`src/rtl/wm_imprint_pkg.sv`:
```
package wm_imprint_pkg;
    typedef enum logic [1:0] {
        FC_NONE  = 2'b00,
        FC_ERASE = 2'b01,
        FC_PROG  = 2'b10,
        FC_STOP  = 2'b11
    } fcmd_e;

    typedef enum logic [2:0] {
        ST_IDLE,
        ST_ERASE,
        ST_HALT,
        ST_PROG,
        ST_DONE
    } seq_st_e;
endpackage

```
`src/rtl/wm_pattern_buf.sv`:
```
module wm_pattern_buf #(
    parameter int WORDS  = 4,
    parameter int DATA_W = 16,
    parameter int AW     = 2
) (
    input  logic              clk,
    input  logic              rst_n,
    input  logic              wr_en,
    input  logic [AW-1:0]     wr_addr,
    input  logic [DATA_W-1:0] wr_data,
    input  logic [AW-1:0]     rd_addr,
    output logic [DATA_W-1:0] rd_data
);
    logic [DATA_W-1:0] mem_q [WORDS];

    always_ff @(posedge clk or negedge rst_n) begin
        if (!rst_n) begin
            for (int i = 0; i < WORDS; i++) mem_q[i] <= '1;
        end else if (wr_en && (32'(wr_addr) < WORDS)) begin
            mem_q[wr_addr] <= wr_data;
        end
    end

    assign rd_data = mem_q[rd_addr];
endmodule

```
`src/rtl/wm_erase_timer.sv`:
```
module wm_erase_timer #(
    parameter int DLY_W = 12
) (
    input  logic             clk,
    input  logic             rst_n,
    input  logic             run,
    input  logic [DLY_W-1:0] limit,
    output logic             expire
);
    logic [DLY_W-1:0] cnt_q;

    always_ff @(posedge clk or negedge rst_n) begin
        if (!rst_n)   cnt_q <= '0;
        else if (run) cnt_q <= cnt_q + 1'b1;
        else          cnt_q <= '0;
    end

    assign expire = run && (({1'b0, cnt_q} + 1'b1) >= {1'b0, limit});
endmodule

```
`src/rtl/wm_cycle_ctr.sv`:
```
module wm_cycle_ctr #(
    parameter int CNT_W = 17
) (
    input  logic             clk,
    input  logic             rst_n,
    input  logic             clear,
    input  logic             inc,
    output logic [CNT_W-1:0] count
);
    always_ff @(posedge clk or negedge rst_n) begin
        if (!rst_n)     count <= '0;
        else if (clear) count <= '0;
        else if (inc)   count <= count + 1'b1;
    end
endmodule

```
`src/rtl/wm_imprint_seq.sv`:
```
module wm_imprint_seq
    import wm_imprint_pkg::*;
#(
    parameter int WORDS  = 4,
    parameter int DATA_W = 16,
    parameter int CNT_W  = 17,
    parameter int DLY_W  = 12,
    localparam int AW    = (WORDS > 1) ? $clog2(WORDS) : 1
) (
    input  logic              clk,
    input  logic              rst_n,
    input  logic              start,
    input  logic              abort_req,
    input  logic [CNT_W-1:0]  target_cycles,
    input  logic              accel_en,
    input  logic [DLY_W-1:0]  abort_delay,
    input  logic              buf_wr_en,
    input  logic [AW-1:0]     buf_wr_addr,
    input  logic [DATA_W-1:0] buf_wr_data,
    output logic              fl_cmd_valid,
    output logic [1:0]        fl_cmd,
    output logic [AW-1:0]     fl_addr,
    output logic [DATA_W-1:0] fl_wdata,
    input  logic              fl_ack,
    output logic              busy,
    output logic              done,
    output logic [CNT_W-1:0]  cycle_cnt
);
    localparam logic [AW-1:0] LAST_IDX = AW'(WORDS - 1);

    seq_st_e           state_q, state_d;
    logic [AW-1:0]     idx_q;
    logic [CNT_W-1:0]  tgt_q;
    logic              accel_q;
    logic [DLY_W-1:0]  dly_q;
    logic              abort_pend_q;
    logic [DATA_W-1:0] pat_word;
    logic              at_rest, launch, abort_now, last_word, pass_end, hit, tmr_expire;

    assign at_rest   = (state_q == ST_IDLE) || (state_q == ST_DONE);
    assign launch    = at_rest && start;
    assign abort_now = abort_pend_q || abort_req;
    assign last_word = (idx_q == LAST_IDX);
    assign pass_end  = (state_q == ST_PROG) && fl_ack && last_word;
    assign hit       = ((cycle_cnt + 1'b1) == tgt_q);

    wm_pattern_buf #(.WORDS(WORDS), .DATA_W(DATA_W), .AW(AW)) u_buf (
        .clk     (clk),
        .rst_n   (rst_n),
        .wr_en   (buf_wr_en && at_rest),
        .wr_addr (buf_wr_addr),
        .wr_data (buf_wr_data),
        .rd_addr (idx_q),
        .rd_data (pat_word)
    );

    wm_erase_timer #(.DLY_W(DLY_W)) u_tmr (
        .clk    (clk),
        .rst_n  (rst_n),
        .run    (state_q == ST_ERASE),
        .limit  (dly_q),
        .expire (tmr_expire)
    );

    wm_cycle_ctr #(.CNT_W(CNT_W)) u_ctr (
        .clk   (clk),
        .rst_n (rst_n),
        .clear (launch),
        .inc   (pass_end),
        .count (cycle_cnt)
    );

    always_comb begin
        state_d = state_q;
        unique case (state_q)
            ST_IDLE, ST_DONE: begin
                if (start) state_d = (target_cycles == '0) ? ST_DONE : ST_ERASE;
            end
            ST_ERASE: begin
                if (fl_ack)                       state_d = abort_now ? ST_IDLE : ST_PROG;
                else if (accel_q && tmr_expire)   state_d = ST_HALT;
            end
            ST_HALT: begin
                if (fl_ack) state_d = abort_now ? ST_IDLE : ST_PROG;
            end
            ST_PROG: begin
                if (fl_ack) begin
                    if (last_word && hit) state_d = ST_DONE;
                    else if (abort_now)   state_d = ST_IDLE;
                    else if (last_word)   state_d = ST_ERASE;
                end
            end
            default: state_d = ST_IDLE;
        endcase
    end

    always_ff @(posedge clk or negedge rst_n) begin
        if (!rst_n) begin
            state_q      <= ST_IDLE;
            idx_q        <= '0;
            tgt_q        <= '0;
            accel_q      <= 1'b0;
            dly_q        <= '0;
            abort_pend_q <= 1'b0;
        end else begin
            state_q <= state_d;
            if (state_q != ST_PROG)        idx_q <= '0;
            else if (fl_ack && !last_word) idx_q <= idx_q + 1'b1;
            if (launch) begin
                tgt_q   <= target_cycles;
                accel_q <= accel_en;
                dly_q   <= abort_delay;
            end
            abort_pend_q <= !at_rest && abort_now
                            && (state_d != ST_IDLE) && (state_d != ST_DONE);
        end
    end

    always_comb begin
        fl_cmd_valid = 1'b0;
        fl_cmd       = FC_NONE;
        fl_addr      = '0;
        fl_wdata     = '0;
        busy         = !at_rest;
        done         = (state_q == ST_DONE);
        unique case (state_q)
            ST_ERASE: begin
                fl_cmd_valid = 1'b1;
                fl_cmd       = FC_ERASE;
            end
            ST_HALT: begin
                fl_cmd_valid = 1'b1;
                fl_cmd       = FC_STOP;
            end
            ST_PROG: begin
                fl_cmd_valid = 1'b1;
                fl_cmd       = FC_PROG;
                fl_addr      = idx_q;
                fl_wdata     = pat_word;
            end
            default: ;
        endcase
    end
endmodule

```
`config.mk`:
```
export PLATFORM = sky130hd
export DESIGN_NAME = wm_imprint_seq
export DESIGN_NICKNAME = d
export VERILOG_FILES = /design/src/rtl/wm_imprint_pkg.sv /design/src/rtl/wm_pattern_buf.sv /design/src/rtl/wm_erase_timer.sv /design/src/rtl/wm_cycle_ctr.sv /design/src/rtl/wm_imprint_seq.sv
export SDC_FILE = /design/constraint.sdc
export NUM_CORES = 1
export LEC_CHECK = 0
export BUFFER_PORTS_ARGS = -buffer_cell sky130_fd_sc_hd__buf_2
export CAP_MARGIN = 20
export CORE_ASPECT_RATIO = 1.5
export CORE_MARGIN = 2
export CORE_UTILIZATION = 54
export CTS_BUF_LIST = sky130_fd_sc_hd__clkbuf_2 sky130_fd_sc_hd__clkbuf_4 sky130_fd_sc_hd__clkbuf_8
export CTS_CLUSTER_DIAMETER = 50
export CTS_CLUSTER_SIZE = 24
export DETAILED_ROUTE_END_ITERATION = 8
export PLACE_DENSITY = 0.78
export SLEW_MARGIN = 20
export SYNTH_ARGS = -nofsm -noshare
export SYNTH_HDL_FRONTEND = slang
export SYNTH_SLANG_ARGS = --single-unit
```
`constraint.sdc`:
```
create_clock -name clk -period 2.2 [get_ports clk]
set_input_delay 0.11 -clock clk [delete_from_list [all_inputs] [get_ports clk]]
set_output_delay 0.11 -clock clk [all_outputs]
set_load 0.02 [all_outputs]
```
==> results list, run 1 <==
- The flow ran to the end, but the final reports show violations.
- The final reports fail on negative setup slack.
* Transition time of the tightest slew-check pin: 0.6118 ns
* Critical path required time: 2.54 ns
- Number of buffers created by CTS: 17
- Most used cells in the layout excluding fill and tap cells: sky130_fd_sc_hd__nand2_1 (92), sky130_fd_sc_hd__buf_2 (92), sky130_fd_sc_hd__mux2_2 (64), sky130_fd_sc_hd__dfstp_2 (64), sky130_fd_sc_hd__buf_4 (60)
- Cell seen most often among critical-path stages: sky130_fd_sc_hd__nand3_1
- Pin count of the biggest net entering global routing: 55
* Initial Utilization: 0.5487
* Routed WL per cell: 17.81 um
- Via count of the first global-routing pass: 5,967
- Post-route non-filler standard cell count: 981
- DR pass1 iterations: 8
* Sort of element at the start of the critical path: register
- Worst clock skew on the final layout: 0.008162 ns
* Clk sink count: 129
- Top-Level Pins: 94
- Pre-CTS WS: -0.3303 ns
- Setup Total Neg Slack: -0.9731 ns
* Number of filler instances in the final layout: 842
- At the end of routability-driven placement, the weighted congestion stood at 0.9325.
- Setup repair after global routing could not meet its margin everywhere.
- Leakage Power: 4.028 nW
* Post-route DRC: 0
- Summed over all layers, the global routing overflow is 0.
- Root buffer selected by CTS: sky130_fd_sc_hd__clkbuf_8
- Summed over all layers, the routed wires come to 17,470 um.
* Net Count, Synth: 691
* Area of the core region: 12,390 um^2
- EDFF count, synth: 0
- Across the run, the number of max-cap violations was 0.
* Number of failing hold endpoints at the final stage: 0
* Netlist area before placement: 6797 um^2
- The first routing iteration left 291 violations.
- Hold Slack: 0.01824 ns
- Horiz. Die Dim: 95.60 um
* #FFs+latches synth: 129
- Sequential cell area fraction in the yosys report: 0.4867
* Final Max Slew Viols: 0
- Subtracting the final worst setup slack from the clock period gives 2.568 ns.
- Peak VDD IR: 0.7283 mV
- Of the available clock period, the critical path in the final layout requires 1.167.
- Number of distinct library cells after synthesis: 57
- Average size of a mapped cell: 10.94 um^2
- For this design the ratio of total power to cell area is 1075 nW/um^2.
- Buffers added on ports: 93
* Final count of negative-setup-slack endpoints: 3
- The floorplan step defined a die boundary enclosing 13,520 um^2.
* Clock tree from TritonCTS: yes
* Total instance count after detailed placement: 895
- For this run, the total global-route usage over all layers was measured as 0.2730.
- Highest fanout seen on the critical path: 4
* Vert. Die Dim: 141.4 um
- The first global-routing pass estimated 28,210 um of wire.
- Counting flops with an async set or reset pin after synthesis yields a share of 1.000.
* Bufs on Longest Clock Path: 2
- Row cnt: 50
- Measured against its own limit, the worst slew margin works out to 0.5921.
- Slowest library cell on the worst path: sky130_fd_sc_hd__dfrtp_2
- The H-tree was split into 4 levels.
- Min-Delay Path Class: primary input to register
- Number of vias in the routed layout: 5,567
* Number of warnings printed during yosys synthesis: 0
- Max incr delay on CP: 0.41 ns
- The wire-length estimate of the detail-placed layout is 12,180 um.
- Nets: 881
* Skew-Pair Late Insertion Delay: 0.44 ns
* Cell-by-cell listing of the critical path: ha_2, and3_4, buf_4, nand3_1, xnor2_1, ha_1, nand3_1, nor3_2, o31ai_1, o2111a_1, nand3b_1, a311oi_1
* Remaining number of nets flagged by the antenna check after routing: 0
- Overall Power: 9.553 mW
- Synthesis produced a netlist whose cell count is 621.
* Crit path arrival time: 2.91 ns
- Initial antenna violation count: 1
* Area overhead of the layout relative to synthesis: 30.73%
* Worst setup slack after layout: -0.3678 ns
* Kind of critical path: register to register
* Endpoint type of the worst setup path: register
- In the routed layout, each cell is associated on average with a via count of 5.675.
- Clock transition at the register clock pins on the worst setup and hold paths after CTS: 0.08 ns
* Max Freq: 389.4 MHz
* Fraction of final layout cells sized beyond drive strength 1: 0.4539
- In the synthesized netlist the dominant register cell turns out to be sky130_fd_sc_hd__dfrtp_1.
## logic make-up after synthesis
group / synth area share
compound gates: 0.08137
xor+xnor: 0.04124
fa+ha+maj: 0.02945
buf+inv: 0.03277
flops: 0.4867
mux: 0.1620
simple gates: 0.1664
## metal layers
layer	track usage	vias up	share of wire	wire length, um
li1	-	2585	-	-
met4	0.1218	0	0.036	627
met1	0.3035	2767	0.38	6566
met5	0	-	0	0
met3	0.06054	49	0.049	853
met2	0.4880	166	0.54	9425
## final timing paths
path,depth (start not counted),end,slack (ns),from
min in group asynchronous,2,u_ctr.count[7],0.21,rst_n
max in group asynchronous,3,u_buf.mem_q[15],1.22,rst_n
max reg2reg,12,abort_pend_q,-0.37,u_tmr.cnt_q[1]
min reg2reg,2,tgt_q[14],0.51,tgt_q[14]
min,2,state_q[2],0.02,fl_ack
max,12,abort_pend_q,-0.37,u_tmr.cnt_q[1]
## sequential cells by signal, summed over array words and instances, names as in the netlist
signal	cells
u_buf.mem_q	64
u_ctr.count	17
u_tmr.cnt_q	12
tgt_q	17
state_q	3
idx_q	2
accel_q	1
abort_pend_q	1
dly_q	12
## area by class of cell
class                           count  area, um^2  share of cell area
Sequential cell                   129        3316              0.3732
Multi-Input combinational cell    441        3428              0.3859
Timing Repair Buffer              204        1463              0.1646
Antenna cell                        1       2.502           0.0002817
Inverter                           18       67.56            0.007605
Clock buffer                       20       269.0             0.03028
Tap cell                          156       195.2             0.02197
Clock inverter                     12       143.9             0.01619
## per-stage QoR
step                        util  area [um^2]
after floorplan                -         6860
after global placement    0.6327         7838
after detailed placement  0.6327         7838
after CTS                 0.7082         8772
after global routing      0.7173         8885
final                     0.7173         8885
## worst max-delay path: cells and delay by family, from the launching register on
kind	cells	cell delay [ns]
simple gates	5	0.77
compound gates	3	0.51
fa+ha+maj	2	0.49
flops	1	0.41
xor+xnor	1	0.17
buf+inv	1	0.11
## cells in the mapped netlist, drive strengths merged, types with 2 or more instances
master,n,area [um^2]
nand2,94,360.3
dfrtp,65,1627
dfstp,64,1682
mux2,64,720.7
o21ai,39,195.2
xnor2,26,227.7
nor2,24,90.09
and2,22,137.6
clkbuf,22,82.58
inv,18,67.56
nand3,17,85.08
ha,16,200.2
mux4,16,360.4
nor2b,14,87.58
nand4,12,81.33
o31ai,12,90.09
buf,11,72.56
a21oi,8,40.04
and3,8,50.05
nor3,8,45.04
a31oi,7,43.79
xor2,6,52.55
nor4,4,31.28
a21o,3,22.52
and4,3,26.28
nand3b,3,22.52
o2111ai,3,26.28
or3b,3,26.28
a31o,2,17.52
and3b,2,17.52
mux2i,2,20.02
nand2b,2,12.51
nor3b,2,20.02
o211ai,2,15.01
o41ai,2,17.52
or3,2,12.51
or4,2,18.77
## report_power, final
group	leakage [nW]	total [mW]	switching (mW)	internal, mW
logic	2.30	3.21	1.60	1.61
clock network	0.210	2.12	1.01	1.11
registers	1.52	4.23	0.542	3.68
## what timing repair did
item                                   4_1_cts  5_1_grt
buffers inserted                             2        4
hold buffers                                48        0
pin swaps                                    7       17
endpoints found under the hold margin      124        0
gates resized for setup                      5       21
setup endpoints to repair                    3       21
(Power assumes the default switching activity.)
==> run 2: changes to the inputs <==
CORE_ASPECT_RATIO = not set   (was 1.5)
==> run 2 against run 1 <==
Effect of this change: the flow still finishes with violations (negative setup slack); global-route usage shrank 0.38 points; via count shrank 0.23%; sequential share of layout area grew 0.072 points; largest cell class unchanged; largest power group unchanged.
==> results list, run 2 (synthesized netlist as in run 1, its figures left out) <==
- In the global route stage, met2 resource usage came out at 0.4643.
* Global-route track usage on met3: 0.05138
* Highest fanout seen on the critical path: 4
- Share of power burned in the clock network: 0.241
- P per Cell Area: 1096 nW/um^2
* Area of the core region: 12,160 um^2
- Sort of element at the start of the critical path: register
* Bufs on Longest Clock Path: 2
- The smallest clock period supported by the final layout is computed as 2.496 ns.
- Across every metal layer, demand over resource in global routing totals 0.2691.
- Die footprint: 13,500 um^2
* Area overhead of the layout relative to synthesis: 30.38%
- Vert. Die Dim: 116.2 um
- Row cnt: 40
* Routed WL per cell: 17.27 um
- Summed over all nets, the half-perimeter wirelength after detailed placement is 11,490 um.
- Max Cap Violations: 0
* Number of levels the H-tree was split into: 4
- The checks that failed: negative setup slack.
- Total instance count after detailed placement: 905
- Dividing the final minimum period by the clock period gives 1.135.
- Root buffer selected by CTS: sky130_fd_sc_hd__clkbuf_8
- Skew-Pair Late Insertion Delay: 0.44 ns
* Via density: 5.633
- Final Core Density: 0.7286
- Post-route DRC: 0
- Setup repair after global routing missed its margin: yes
- In this run the tool buffered the top-level ports with 93 buffer cells.
- Sequential power share: 0.434
* Clk sink count: 129
- Crit path arrival time: 2.84 ns
- Nets: 875
- Of the cells placed in the final design, the portion with a size suffix greater than 1 is 0.4474.
- Remaining number of nets flagged by the antenna check after routing: 0
* Worst clock skew on the final layout: 0.008701 ns
- After global routing, the most crowded layer is met2.
- Initial Utilization: 0.5588
* Flip-flop count of the largest register, all copies and words added: 64
- Top-Level Pins: 94
- Transition time of the tightest slew-check pin: 0.5398 ns
- Data on the critical path is required at its endpoint by 2.54 ns.
- TritonCTS built the clock tree.
* Number of buffers created by CTS: 17
- Net switching power figure: 3.074 mW
* Horiz. Die Dim: 116.2 um
* GR Util met1: 0.3236
- The library cell used most frequently in the layout, excluding fill and tap cells, is sky130_fd_sc_hd__nand2_1.
* Max Freq: 400.6 MHz
- Setup violations remaining at the end of the flow were counted as 3.
- Initial antenna violation count: 0
* Pint: 6.634 mW
- Grt total ovfl: 0
- In this run the static leakage power is 4.021 nW.
- The total count of max-transition violations in the final report was 0.
- The worst-case IR drop observed on VDD is 0.7735 mV.
* Path depth of the worst reg2reg path: 11
- Switching portion of total power: 0.3167
* Comb pwr share: 0.325
- Via count of the first global-routing pass: 5,717
- Endpoint type of the worst setup path: register
* Number of vias in the routed layout: 5,554
* Post-route design area: 8861 um^2
- Worst slew margin relative to its limit: 0.6398
- Weighted congestion at the end of routability-driven global placement: 0.8793
- Pre-CTS WS: -0.3098 ns
- Min-Delay Path Class: primary input to register
- Ranked by flip-flop count, first place goes to u_buf.mem_q.
- The placed instances occupy a cell area of 7812 um^2.
- After layout, the worst setup slack is -0.2964 ns.
* Most used cells in the layout excluding fill and tap cells: sky130_fd_sc_hd__nand2_1 (93), sky130_fd_sc_hd__buf_2 (92), sky130_fd_sc_hd__mux2_2 (64), sky130_fd_sc_hd__dfstp_2 (64), sky130_fd_sc_hd__dfrtp_1 (61)
- The largest registers in the layout are u_buf.mem_q (64), tgt_q (17), u_ctr.count (17).
- Entering global routing, the biggest net connects 94 pins.
- Detailed router's first-iteration violation count: 350
* Kind of critical path: register to register
* Routed Wire Length: 17,030 um
- DR pass1 iterations: 5
- The flow ran to the end, but the final reports show violations.
* Number of antenna repair diodes: 0
- Global-route wire length before repair: 27,680 um
- The count of cells in the finished layout, fillers not included, comes to 986.
- Counting instances, the worst hold path has a depth of 4.
- The number of failing hold endpoints at the final stage was 0.
* Clock transition at the register clock pins on the worst setup and hold paths after CTS: 0.08 ns
## run 2: cell types whose count changed in the layout (fill, tap and decap cells not counted), sizes merged
cell and delta:
diode -1, clkbuf -1, inv -3, buf -6, bufinv +3, clkinv +1
## run 2: area by class of cell
class                   count  area (um^2)
fillers                   798         3301
repair buffers            198         1396
clock inverters            13        205.2
inverters                  18        67.56
flip-flops and latches    129         3313
clock buffers              19        255.2
well taps                 168        210.2
multi-input cells         441         3413
## run 2: power by group through the flow
stage	Sequential, mW	Clock, mW	Combinational (mW)
global placement	4.12	0	2.86
global route	4.31	2.48	3.47
detailed placement	4.21	0	3.00
floorplan	4.03	0	2.21
CTS	4.19	2.38	3.12
finish	4.21	2.34	3.16
## run 2: worst paths after layout
check / start / endpoint / slack (ns)
min in group asynchronous: rst_n / tgt_q[9] / 0.24
hold / removal: abort_req / state_q[0] / 0.06
max in group asynchronous: rst_n / u_buf.mem_q[41] / 1.53
setup reg to reg: u_tmr.cnt_q[1] / abort_pend_q / -0.30
hold reg to reg: dly_q[0] / dly_q[0] / 0.50
setup / recovery: u_tmr.cnt_q[1] / abort_pend_q / -0.30
## run 2: metal layers
| metal | vias up | routed length (um) |
|---|---|---|
| met5 | - | 0 |
| met1 | 2760 | 7022 |
| met2 | 178 | 8587 |
| li1 | 2569 | - |
| met3 | 47 | 871 |
| met4 | 0 | 544 |
## run 2: critical path, stage by stage (launching register included)
cell and delay, ns:
sky130_fd_sc_hd__dfrtp_1 0.41, sky130_fd_sc_hd__ha_2 0.18, sky130_fd_sc_hd__and3_4 0.20, sky130_fd_sc_hd__nand3_4 0.08, sky130_fd_sc_hd__xnor2_2 0.14, sky130_fd_sc_hd__ha_1 0.30
sky130_fd_sc_hd__a21o_1 0.16, sky130_fd_sc_hd__a21o_1 0.15, sky130_fd_sc_hd__a211oi_2 0.16, sky130_fd_sc_hd__o2111a_1 0.23, sky130_fd_sc_hd__o21ai_2 0.08, sky130_fd_sc_hd__a311oi_2 0.29
## run 2: metrics by stage
| step | power [mW] | hold WS (ns) | setup TNS, ns |
|---|---|---|---|
| floorplan | 6.236 | -0.1856 | -0.1181 |
| global placement | 6.988 | 0.1808 | -0.2136 |
| detailed placement | 7.214 | 0.1871 | -0.5535 |
| CTS | 9.690 | 0.009321 | -0.5185 |
| global route | 10.26 | 0.04662 | -1.056 |
| finish | 9.708 | 0.05598 | -0.6135 |
## run 2: timing repair
item | 4_1_cts | 5_1_grt
pin swaps | 10 | 3
endpoints found under the setup margin | 12 | 20
hold buffers | 48 | 0
gates resized for setup | 8 | 15
setup buffers | 0 | 1
hold endpoints to repair | 160 | 0
==> run 3: changes to the inputs <==
==> constraint.sdc (replaced) <==
create_clock -name clk -period 2.2 [get_ports clk]
set_input_delay 0.22 -clock clk [delete_from_list [all_inputs] [get_ports clk]]
set_output_delay 0.22 -clock clk [all_outputs]
set_load 0.02 [all_outputs]
==> run 3 against run 2 <==
Effect of this change: the run still ends with negative setup slack left; non-clock buffer count fell by 9; count of clock-buffer cells in the layout did not move; global-route usage rose by 0.20 points; total power fell by 1.6%.
==> results list, run 3 (synthesized netlist as in run 1, its figures left out) <==
* DR pass1 iterations: 5
- Largest register by flop count: u_buf.mem_q
- The internal power of the cells totals 6.410 mW.
* Worst clock skew on the final layout: 0.008805 ns
* Share of the clock period used by the worst path after layout: 1.140
* Number of vias in the routed layout: 5,519
- Once detailed placement completed, the half-perimeter wirelength came to 11,680 um.
- The number of antenna diodes in the final layout is 0.
- VDD sags by at most 1.065 mV.
* Worst slew margin relative to its limit: 0.6407
- Max Freq: 398.7 MHz
- In the final layout, the registers with the most flip-flops are u_buf.mem_q (64), tgt_q (17), u_ctr.count (17).
- The largest individual stage delay along the critical path comes from the cell sky130_fd_sc_hd__dfrtp_1.
- In this run the worst path has a maximum fanout of 4.
- Via count of the first global-routing pass: 5,795
- Final critical path time including I/O delays and setup: 2.508 ns
* Sequential power share: 0.441
- After detailed routing, the average wire length per cell comes to 17.92 um.
- The library cell used most frequently in the layout, excluding fill and tap cells, is sky130_fd_sc_hd__nand2_1.
* Switching portion of total power: 0.3292
- Via density: 5.649
- In the final layout, the share of cells above drive strength 1 is 0.4672.
- Net switching power figure: 3.147 mW
- Summed over all nets, wire length on met2 after detailed routing comes to 8673 um.
- The total count of max-transition violations in the final report was 0.
- Gr usage total: 0.2712
- In the layout the commonest cells are sky130_fd_sc_hd__nand2_1 (93), sky130_fd_sc_hd__buf_2 (84), sky130_fd_sc_hd__buf_4 (65).
- Cell-by-cell listing of the critical path: buf_4, and4_4, buf_4, nand4_1, xnor2_2, ha_1, nand3_2, nor3_1, o31ai_1, o2111a_1, nand3b_1, a311oi_2
* Storage element area: 3314 um^2
* Routed length on met1: 7415 um
* Number of failing hold endpoints at the final stage: 0
- Area overhead of the layout relative to synthesis: 29.57%
* Detailed router's first-iteration violation count: 457
- Share of power burned in the clock network: 0.220
- Setup violations remaining at the end of the flow were counted as 4.
* Number of buffers created by CTS: 17
* Worst setup slack after layout: -0.3084 ns
* Die footprint: 13,500 um^2
- Endpoint type of the worst setup path: register
- The floorplan step set the die height to 116.2 um.
- For the worst-skew pair, the clock arrives at the later sink with an insertion delay of 0.45 ns.
- The total overflow left after global routing is 0.
- Entering global routing, the biggest net connects 56 pins.
- Buffers placed on the I/O ports in this run total 93.
- STA puts the critical path data required time at 2.56 ns.
* Max incr delay on CP: 0.41 ns
* Uppermost routed layer: met4
- Flip-flop count of the largest register, all copies and words added: 64
- Counting every sink on the clock net gives 129.
* Nets: 866
- Initial antenna violation count: 0
- For this design the ratio of total power to cell area is 1085 nW/um^2.
- The critical path is of the register to register type.
- The congestion estimate from routability-driven global placement came to 0.9061.
* Number of levels the H-tree was split into: 4
- The region available for standard cell placement spans 12,160 um^2.
- Clock transition at the register clock pins on the worst setup and hold paths after CTS: 0.08 ns
- After detailed routing, the total wire length is 17,510 um.
- The final reports fail on negative setup slack.
* Detailed route wirelength on metal3: 987 um
- Number of filler instances in the final layout: 849
- For this design the static power due to leakage is 4.000 nW.
* Comb pwr share: 0.338
* Clock tree from TritonCTS: yes
- Result of the run: finished with violations
* Transition time of the tightest slew-check pin: 0.5384 ns
- Initial Utilization: 0.5588
- In this run the core area contains 40 standard-cell rows.
- Setup Total Neg Slack: -0.6847 ns
- Bufs on Longest Clock Path: 2
- Min-Delay Path Class: primary input to register
- The tool flagged a number of max-cap violations equal to 0.
* Horiz. Die Dim: 116.2 um
* Overall Power: 9.557 mW
* Global-route wire length before repair: 28,020 um
- Crit path arrival time: 2.87 ns
- Cell seen most often among critical-path stages: sky130_fd_sc_hd__buf_4
- Remaining number of nets flagged by the antenna check after routing: 0
* Setup repair after global routing missed its margin: yes
* Sort of element at the start of the critical path: register
* Area used by multi-input combinational logic: 3410 um^2
- Root buffer selected by CTS: sky130_fd_sc_hd__clkbuf_8
- Post-route DRC: 0
* Top-Level Pins: 94
==> run 3: worst paths after layout <==
| check | start | endpoint | slack, ns | cells after the start |
|---|---|---|---|---|
| setup / recovery | u_tmr.cnt_q[0] | abort_pend_q | -0.31 | 12 |
| hold / removal | target_cycles[8] | tgt_q[8] | 0.01 | 3 |
| setup reg to reg | u_tmr.cnt_q[0] | abort_pend_q | -0.31 | 12 |
| hold reg to reg | dly_q[0] | dly_q[0] | 0.49 | 2 |
| max in group asynchronous | rst_n | u_buf.mem_q[9] | 1.18 | 3 |
| min in group asynchronous | rst_n | u_ctr.count[11] | 0.29 | 2 |
==> run 3: worst max-delay path, delay by kind of cell (launching register included) <==
kind / cells / cell delay (ns)
buf+inv: 2 / 0.24
xor+xnor: 1 / 0.19
compound gates: 3 / 0.45
simple gates: 5 / 0.80
flops: 1 / 0.41
fa+ha+maj: 1 / 0.32
==> run 3: final cells by class <==
cell class,count,share of cell area
Multi-Input combinational cell,441,0.3872
Sequential cell,129,0.3764
Timing Repair Buffer,189,0.1583
Clock buffer,19,0.02970
Tap cell,168,0.02387
Clock inverter,13,0.01691
Inverter,18,0.007673
==> run 3: power groups by stage <==
stage	Combinational [mW]	Clock (mW)	Sequential [mW]
after global placement	2.86	0	4.13
after floorplan	2.21	0	4.03
after CTS	3.13	2.15	4.19
after global routing	3.56	2.27	4.32
after detailed placement	2.98	0	4.23
final	3.23	2.10	4.22
==> run 3: what timing repair did <==
action | 4_1_cts | 5_1_grt
setup endpoints to repair | 20 | 29
setup buffers | 6 | 2
pin swaps | 16 | 5
resized for setup | 15 | 26
hold buffers | 29 | 0
hold endpoints to repair | 63 | 0
cloned | 0 | 2
==> run 3: stage by stage <==
step / setup slack [ns] / area (um^2) / hold WS [ns] / std cells / util
final: -0.3084 / 8806 / 0.01013 / 977 / 0.7241
after global routing: -0.4340 / 8806 / 0.003686 / 977 / 0.7241
after CTS: -0.2837 / 8660 / 0.0009788 / 973 / 0.7120
after detailed placement: -0.2539 / 7858 / 0.2346 / 906 / 0.6461
after global placement: -0.1653 / 7858 / 0.2275 / 906 / 0.6461
after floorplan: -0.09308 / 6860 / -0.07559 / 621 / -
==> run 3: layer usage <==
| metal | up-vias | global-route usage |
|---|---|---|
| li1 | 2551 | - |
| met1 | 2755 | 0.3251 |
| met2 | 171 | 0.4620 |
| met3 | 42 | 0.07888 |
| met4 | 0 | 0.1103 |
| met5 | - | 0 |
